`src/rtl/serq_pkg.sv`:
```
package serq_pkg;
   // register addresses
   localparam logic [2:0] A_CTRL  = 3'd0;
   localparam logic [2:0] A_DATA  = 3'd1;
   localparam logic [2:0] A_FSTAT = 3'd2;
   localparam logic [2:0] A_FCFG  = 3'd3;
   localparam logic [2:0] A_FCLR  = 3'd4;
   localparam logic [2:0] A_FSET  = 3'd5;
   localparam logic [2:0] A_FEN   = 3'd6;
   localparam logic [2:0] A_FLAG  = 3'd7;

   // bit positions
   localparam int CTRL_FLUSH  = 2;
   localparam int ST_RX_EMPTY = 2;
   localparam int ST_RX_HOT   = 3;
   localparam int ST_TX_FULL  = 4;
   localparam int ST_TX_LOW   = 7;
   localparam int CFG_RX_MODE = 3;
   localparam int CFG_TX_MODE = 7;
   localparam logic [7:0] CFG_KEEP = 8'h8F;

   // interrupt sources
   localparam int SRC_TX = 0;
   localparam int SRC_RX = 1;
   localparam int NSRC   = 2;
endpackage

```
`src/rtl/serq_fifo.sv`:
```
module serq_fifo #(
   parameter int DEPTH = 16,
   parameter int DW    = 8,
   localparam int PW   = $clog2(DEPTH),
   localparam int CW   = $clog2(DEPTH + 1)
) (
   input  logic          clk,
   input  logic          rst_n,
   input  logic          flush,
   input  logic          single,
   input  logic          push,
   input  logic [DW-1:0] wdata,
   input  logic          pop,
   output logic [DW-1:0] head,
   output logic [CW-1:0] count,
   output logic          empty,
   output logic          full
);
   localparam logic [CW-1:0] CAP = CW'(DEPTH);

   logic [DW-1:0] mem [DEPTH];
   logic [PW-1:0] wp, rp;
   logic          do_push, do_pop;

   assign empty   = (count == '0);
   assign full    = single ? !empty : (count == CAP);
   assign do_push = push && !full;
   assign do_pop  = pop && !empty;
   assign head    = mem[rp];

   always_ff @(posedge clk or negedge rst_n) begin
      if (!rst_n) begin
         wp    <= '0;
         rp    <= '0;
         count <= '0;
      end else if (flush) begin
         wp    <= '0;
         rp    <= '0;
         count <= '0;
      end else begin
         if (do_push) wp <= wp + 1'b1;
         if (do_pop)  rp <= rp + 1'b1;
         case ({do_push, do_pop})
            2'b10:   count <= count + 1'b1;
            2'b01:   count <= count - 1'b1;
            default: count <= count;
         endcase
      end
   end

   always_ff @(posedge clk) begin
      if (do_push && !flush) mem[wp] <= wdata;
   end
endmodule

```
`src/rtl/serq_level.sv`:
```
module serq_level #(
   parameter int DEPTH = 16,
   localparam int CW   = $clog2(DEPTH + 1)
) (
   input  logic [2:0]    code,
   input  logic          rx_mode,
   input  logic          tx_mode,
   input  logic [CW-1:0] rx_cnt,
   input  logic [CW-1:0] tx_cnt,
   output logic          rx_hot,
   output logic          tx_low
);
   localparam logic [CW-1:0] HALF = CW'(DEPTH / 2);
   localparam logic [CW-1:0] TOP  = CW'(DEPTH - 1);
   localparam logic [CW-1:0] MAXC = CW'(DEPTH / 2 - 1);

   logic [CW-1:0] code_w, code_sat, lvl;

   always_comb begin
      code_w   = CW'(code);
      code_sat = (code_w > MAXC) ? MAXC : code_w;
      lvl      = TOP - code_sat;
      rx_hot   = rx_mode ? (rx_cnt > lvl) : (rx_cnt != '0);
      tx_low   = tx_mode ? (tx_cnt < HALF) : (tx_cnt == '0);
   end
endmodule

```
`src/rtl/serq_flags.sv`:
```
module serq_flags #(
   parameter int N = 2
) (
   input  logic         clk,
   input  logic         rst_n,
   input  logic         flush,
   input  logic [N-1:0] hw_set,
   input  logic [N-1:0] sw_set,
   input  logic [N-1:0] sw_clr,
   input  logic [N-1:0] en,
   output logic [N-1:0] flag,
   output logic         irq
);
   for (genvar i = 0; i < N; i++) begin : g_src
      always_ff @(posedge clk or negedge rst_n) begin
         if (!rst_n)                      flag[i] <= 1'b0;
         else if (flush)                  flag[i] <= 1'b0;
         else if (hw_set[i] || sw_set[i]) flag[i] <= 1'b1;
         else if (sw_clr[i])              flag[i] <= 1'b0;
      end
   end

   assign irq = |(flag & en);
endmodule

```
`src/rtl/serq_front.sv`:
```
module serq_front #(
   parameter int DEPTH = 16,
   parameter int DW    = 8,
   localparam int CW   = $clog2(DEPTH + 1)
) (
   input  logic          clk,
   input  logic          rst_n,
   input  logic [2:0]    bus_addr,
   input  logic          bus_wr,
   input  logic [DW-1:0] bus_wdata,
   input  logic          bus_rd,
   output logic [DW-1:0] bus_rdata,
   input  logic          rx_push,
   input  logic [DW-1:0] rx_byte,
   output logic          rx_full,
   input  logic          tx_pop,
   output logic [DW-1:0] tx_byte,
   output logic          tx_valid,
   output logic          irq
);
   import serq_pkg::*;

   initial begin : elab_chk
      assert (DW == 8)
         else $error("serq_front: register width must be 8");
      assert (DEPTH >= 4 && DEPTH <= 16 && (DEPTH & (DEPTH - 1)) == 0)
         else $error("serq_front: DEPTH must be a power of two in 4..16");
   end

   logic          flush, data_wr, data_rd;
   logic [DW-1:0] cfg_q, rx_last, rd_mux, status;
   logic [NSRC-1:0] en_q, flag_q, sw_set, sw_clr, hw_set;
   logic [CW-1:0] rx_cnt, tx_cnt;
   logic [DW-1:0] rx_head;
   logic          rx_empty, tx_empty, tx_full, rx_hot, tx_low;

   assign flush   = bus_wr && (bus_addr == A_CTRL) && bus_wdata[CTRL_FLUSH];
   assign data_wr = bus_wr && (bus_addr == A_DATA);
   assign data_rd = bus_rd && (bus_addr == A_DATA);
   assign sw_set  = (bus_wr && bus_addr == A_FSET) ? bus_wdata[NSRC-1:0] : '0;
   assign sw_clr  = (bus_wr && bus_addr == A_FCLR) ? bus_wdata[NSRC-1:0] : '0;

   always_ff @(posedge clk or negedge rst_n) begin
      if (!rst_n) begin
         cfg_q <= '0;
         en_q  <= '0;
      end else if (bus_wr) begin
         if (bus_addr == A_FCFG) cfg_q <= bus_wdata & CFG_KEEP;
         if (bus_addr == A_FEN)  en_q  <= bus_wdata[NSRC-1:0];
      end
   end

   serq_fifo #(.DEPTH(DEPTH), .DW(DW)) u_rxq (
      .clk   (clk),
      .rst_n (rst_n),
      .flush (flush),
      .single(!cfg_q[CFG_RX_MODE]),
      .push  (rx_push),
      .wdata (rx_byte),
      .pop   (data_rd),
      .head  (rx_head),
      .count (rx_cnt),
      .empty (rx_empty),
      .full  (rx_full)
   );

   serq_fifo #(.DEPTH(DEPTH), .DW(DW)) u_txq (
      .clk   (clk),
      .rst_n (rst_n),
      .flush (flush),
      .single(!cfg_q[CFG_TX_MODE]),
      .push  (data_wr),
      .wdata (bus_wdata),
      .pop   (tx_pop),
      .head  (tx_byte),
      .count (tx_cnt),
      .empty (tx_empty),
      .full  (tx_full)
   );

   assign tx_valid = !tx_empty;

   serq_level #(.DEPTH(DEPTH)) u_lvl (
      .code   (cfg_q[2:0]),
      .rx_mode(cfg_q[CFG_RX_MODE]),
      .tx_mode(cfg_q[CFG_TX_MODE]),
      .rx_cnt (rx_cnt),
      .tx_cnt (tx_cnt),
      .rx_hot (rx_hot),
      .tx_low (tx_low)
   );

   always_comb begin
      hw_set         = '0;
      hw_set[SRC_TX] = tx_low;
      hw_set[SRC_RX] = rx_hot;
   end

   serq_flags #(.N(NSRC)) u_flg (
      .clk   (clk),
      .rst_n (rst_n),
      .flush (flush),
      .hw_set(hw_set),
      .sw_set(sw_set),
      .sw_clr(sw_clr),
      .en    (en_q),
      .flag  (flag_q),
      .irq   (irq)
   );

   // last byte handed to the bus, returned again on an empty read
   always_ff @(posedge clk or negedge rst_n) begin
      if (!rst_n)                    rx_last <= '0;
      else if (data_rd && !rx_empty) rx_last <= rx_head;
   end

   always_comb begin
      status              = '0;
      status[ST_RX_EMPTY] = rx_empty;
      status[ST_RX_HOT]   = rx_hot;
      status[ST_TX_FULL]  = tx_full;
      status[ST_TX_LOW]   = tx_low;
   end

   always_comb begin
      case (bus_addr)
         A_DATA:  rd_mux = rx_empty ? rx_last : rx_head;
         A_FSTAT: rd_mux = status;
         A_FCFG:  rd_mux = cfg_q;
         A_FEN:   rd_mux = DW'(en_q);
         A_FLAG:  rd_mux = DW'(flag_q);
         default: rd_mux = '0;
      endcase
   end

   always_ff @(posedge clk or negedge rst_n) begin
      if (!rst_n)      bus_rdata <= '0;
      else if (bus_rd) bus_rdata <= rd_mux;
   end
endmodule

```
`config.mk`:
```
export PLATFORM = sky130hd
export DESIGN_NAME = serq_front
export DESIGN_NICKNAME = d
export VERILOG_FILES = /design/src/rtl/serq_pkg.sv /design/src/rtl/serq_fifo.sv /design/src/rtl/serq_level.sv /design/src/rtl/serq_flags.sv /design/src/rtl/serq_front.sv
export SDC_FILE = /design/constraint.sdc
export NUM_CORES = 1
export LEC_CHECK = 0
export BUFFER_PORTS_ARGS = -buffer_cell sky130_fd_sc_hd__buf_2
export CAP_MARGIN = 20
export CORE_ASPECT_RATIO = 1.5
export CORE_MARGIN = 2
export CORE_UTILIZATION = 40
export DETAILED_ROUTE_END_ITERATION = 8
export GPL_TIMING_DRIVEN = 0
export SLEW_MARGIN = 15
export SYNTH_ARGS = -nofsm -noshare
export SYNTH_HDL_FRONTEND = slang
export SYNTH_SLANG_ARGS = --single-unit
export TNS_END_PERCENT = 50
```
`constraint.sdc`:
```
create_clock -name clk -period 3.9 [get_ports clk]
set_clock_uncertainty 0.1 [all_clocks]
set_input_delay 0.195 -clock clk [delete_from_list [all_inputs] [get_ports clk]]
set_output_delay 0.195 -clock clk [all_outputs]
set_load 0.02 [all_outputs]
```
==> run summary <==
Entering global routing, the biggest net connects 52 pins. The post-detailed-route via-to-cell ratio is 5.354, and the cell area power density is 647.5 nW/um2. The post-synthesis share of cell area spent on xor and xnor gates works out to 1.088%. After layout, the worst setup slack is 0.4587 ns. For this design the top-level I/O count stands at 44. After detailed routing, the number of remaining DRC violations is 0. Largest fanout of any net on the critical path: 10. The flow ran to the end, and the final reports show no timing, DRC or antenna violations.

After global routing the overflow that remains totals 0. The actual slew at the worst max-slew pin works out to 0.9826 ns. The synthesized-area fraction occupied by and/or/nand/nor cells is 7.158%, and the synthesis-stage register bit count is 307. TritonCTS built the clock tree. OpenSTA, run right after detailed placement, puts the worst setup slack at 0.3746 ns. The area growth from synthesis to layout is 14.97%.

For the worst-skew pair, the clock arrives at the later sink with an insertion delay of 0.57 ns. The logs give 12880 um2 for the area of the mapped netlist and 28440 um for the routed wire length. Setup violations remaining at the end of the flow were counted as 0. The logs give 6 for the total iterations of the first detailed-routing run and 19700 um for the half-perimeter wire length after detailed placement. Worst-case vdd ir drop: 0.0004286 V. For the via count, the log shows 6708.

The post-CTS setup-driven buffer insertion count is 0. The worst register-to-register path has a depth of 10. For this run, the number of Yosys warnings is 0. The initial core utilization is 40.60%, and the final net count is 861. Once layout is done, the placed cells without fillers occupy 14810 um2.

On the critical path, the stage with the largest delay is an instance of sky130_fd_sc_hd__mux2i_1. The worst setup path is launched from a register. The count of buffer and inverter cells on the critical path came out at 2. In this run the core area contains 80 standard-cell rows.

The total area inside the core boundary comes to 31730 um2. Total power for the finished layout comes to 9.589 mW. After Yosys synthesis, full adders, half adders and majority gates account for 1.554% of the synthesized area.

For the met2 wirelength from detailed routing, the log shows 16450 um. The clock net in this run drives a total of 307 sinks. Clock-pin slew was measured on the worst setup and hold paths at 0.06 ns. The critical path arrival was 3.84 ns. After synthesis, the largest family of logic cells by area is multiplexers. On the final layout, the worst hold slack is 0.1082 ns. Peak clock frequency supported by timing: 0.2906 GHz. The async set-reset flop share out of synthesis was 16.61%.

The post-layout minimum cycle time was 3.441 ns. The number of antenna violations at the first check in global routing was 0. The worst register-to-register path has a setup slack of 0.46 ns. The number of antenna diodes in the final layout is 0.

The met1 wire length is 10230 um, and the global router's overall resource usage is 17.60%. In this run the tightest slew margin relative to its limit is 34.25%. The compound-gate portion of the synthesized area was 4.555%; the final count of hold timing violations was 0.

The kind of critical path is reg -> reg. Among all cell types in the netlist, the one instantiated most often is sky130_fd_sc_hd__edfxtp_1. The maximum number of buffers from clock root to sink came out at 3.

The tree is rooted in a sky130_fd_sc_hd__clkbuf_16. The critical path crosses 10 cells after its start point. Ranked by total cell area, the synthesized netlist is headed by sky130_fd_sc_hd__edfxtp_1, sky130_fd_sc_hd__mux4_2, sky130_fd_sc_hd__dfrtp_1. For the via count of the first global-routing pass, the log shows 7277. On the worst path, the slowest cell contributes a delay of 0.59 ns. By count the netlist is led by sky130_fd_sc_hd__edfxtp_1, sky130_fd_sc_hd__mux4_2, sky130_fd_sc_hd__dfrtp_1. Among all flip-flop cells after synthesis, the most frequent one is sky130_fd_sc_hd__edfxtp_1. A synthesized cell averages 17.92 um2. Sequential elements use 69.58% of the synthesized area. The synthesized net count was 760. Walking the worst path, the cells encountered are buf_6 -> nor4_4 -> mux2i_1 -> clkbuf_1 -> nor2_1 -> xor2_1 -> ha_1 -> or4_1 -> a211o_1 -> nand2_1.

The final critical path takes up 88.24% of the cycle. The required time of the critical path came out at 4.30 ns. In this run the static leakage power is 5.079 nW.

The largest total area in the synthesized netlist belongs to sky130_fd_sc_hd__edfxtp_1. Number of nets with antenna violations after routing: 0. The worst setup path is captured at a register. The post-synthesis mux area share works out to 14.34%. After technology mapping, the gate count stands at 719. The tools report the routability-driven placement congestion ratio as 0.7826. The worst register-to-register path begins at u_rxq.count[1]. The die area is 33690 um2. The number of enable flip-flop cells after synthesis works out to 256. Broken down by cell family, the worst path's largest delay share belongs to simple AND/OR/NAND/NOR gates. The number of H-tree levels is 1, and the fraction of final layout cells sized beyond drive strength 1 is 25.62%.

The number of buffers created by CTS was 29. The first global-routing pass estimated 43990 um of wire. The vertical extent of the die works out to 223.8 um. The reported max-cap violation count is 0, and the average routed wire per standard cell is 22.70 um. The top cell type's share of synthesized area works out to 59.67%. Setup repair after global routing left no endpoint under its margin.

The count of buffers added on input and output ports is 43. After detailed placement, the total cell area comes to 13720 um2. The logs give 64 for the number of distinct standard cells referenced by the synthesized netlist and 861 um for the met3 wire length.

The die span in x is 150.5 um. The path class of the tightest hold or removal check is in -> async. The worst register-to-register path ends at u_rxq.count[4]. The top routing layer in use is met4. The DRC violation total after the first TritonRoute iteration was 350.

The number of gates resized after CTS was 0. The number of pins with negative max-slew slack in the final report was 0.
[how the worst max path moves through the flow]
stage | start | end | slack [ns]
5_1_grt | u_rxq.count[1] | u_rxq.mem[15][4] | 0.20
3_5_place_dp | u_rxq.count[1] | u_rxq.mem[14][0] | 0.37
6_report | u_rxq.count[1] | u_rxq.count[4] | 0.46
3_3_place_gp | u_rxq.count[1] | u_rxq.mem[1][1] | -0.29
4_1_cts | u_rxq.count[1] | u_rxq.mem[14][3] | 0.38
2_1_floorplan | u_rxq.count[1] | u_rxq.mem[3][0] | 0.82
[registers in the layout (all words and copies together), names as in the netlist, 5 cells and up]
register / cells
u_rxq.mem: 128
bus_rdata: 8
u_txq.mem: 128
u_txq.count: 5
u_rxq.count: 5
rx_last: 8
cfg_q: 5
[cell usage in the layout, fill, tap and decap left out, types with 10 or more instances in the layout]
| master | synthesis | final |
|---|---|---|
| sky130_fd_sc_hd__and2_1 | 11 | 11 |
| sky130_fd_sc_hd__buf_2 | 10 | 53 |
| sky130_fd_sc_hd__clkbuf_1 | 18 | 21 |
| sky130_fd_sc_hd__clkbuf_16 | 0 | 29 |
| sky130_fd_sc_hd__dfrtp_1 | 51 | 51 |
| sky130_fd_sc_hd__dlygate4sd3_1 | 0 | 21 |
| sky130_fd_sc_hd__edfxtp_1 | 256 | 256 |
| sky130_fd_sc_hd__ha_1 | 16 | 16 |
| sky130_fd_sc_hd__inv_1 | 13 | 13 |
| sky130_fd_sc_hd__mux2_2 | 10 | 10 |
| sky130_fd_sc_hd__mux4_2 | 73 | 73 |
| sky130_fd_sc_hd__nand2_1 | 23 | 23 |
| sky130_fd_sc_hd__nand3_1 | 18 | 18 |
| sky130_fd_sc_hd__nor2_1 | 34 | 34 |
| sky130_fd_sc_hd__nor2b_1 | 14 | 14 |
| sky130_fd_sc_hd__nor3_2 | 2 | 10 |
| sky130_fd_sc_hd__xor2_1 | 10 | 10 |
[worst reg2reg max path, cell delays in order, from the launching register on]
cell and delay (ns):
sky130_fd_sc_hd__dfrtp_1 0.41, sky130_fd_sc_hd__buf_6 0.15, sky130_fd_sc_hd__nor4_4 0.32, sky130_fd_sc_hd__mux2i_1 0.59, sky130_fd_sc_hd__clkbuf_1 0.44, sky130_fd_sc_hd__nor2_1 0.10, sky130_fd_sc_hd__xor2_1 0.16, sky130_fd_sc_hd__ha_1 0.22
sky130_fd_sc_hd__or4_1 0.55, sky130_fd_sc_hd__a211o_1 0.31, sky130_fd_sc_hd__nand2_1 0.06
[per-stage QoR]
stage / std cells / setup TNS, ns / util [%]
2_1_floorplan: 719 / 0 / -
4_1_cts: 1253 / 0 / 46.68
3_3_place_gp: 1172 / -7.511 / 42.89
3_5_place_dp: 1178 / 0 / 43.24
6_report: 1253 / 0 / 46.68
5_1_grt: 1253 / 0 / 46.68
[cells by family after synthesis]
family / Yosys count
buffers and inverters: 51
muxes: 92
adders and majority gates: 16
xor gates and xnor gates: 16
and+or+nand+nor: 164
DFF: 307
AOI/OAI and AO/OA: 73
[power by group]
group          switching [mW]  internal [mW]  total, mW
sequential              0.216           3.83       4.05
clock                    1.21           1.43       2.64
combinational            1.62           1.28       2.90
[metal layers]
| metal | vias up | GRT usage [%] |
|---|---|---|
| met1 | 3444 | 18.76 |
| met2 | 128 | 34.62 |
| met4 | 0 | 6.299 |
| met5 | - | 0 |
| met3 | 44 | 2.179 |
| li1 | 3092 | - |
[layout make-up]
type / instances / area, um2
fillers: 2708 / 16920
plain buffers: 38 / 173.9
flip-flops and latches: 307 / 8964
repair buffers: 70 / 470.5
inverters: 13 / 48.80
multi-input cells: 361 / 3761
clock inverters: 22 / 142.6
well taps: 410 / 513.0
clock buffers: 32 / 737.0
[repair_timing]
action,4_1_cts,5_1_grt
hold buffers,21,0
endpoints found under the setup margin,0,0
hold endpoints to repair,313,0
(Power assumes the default switching activity.)
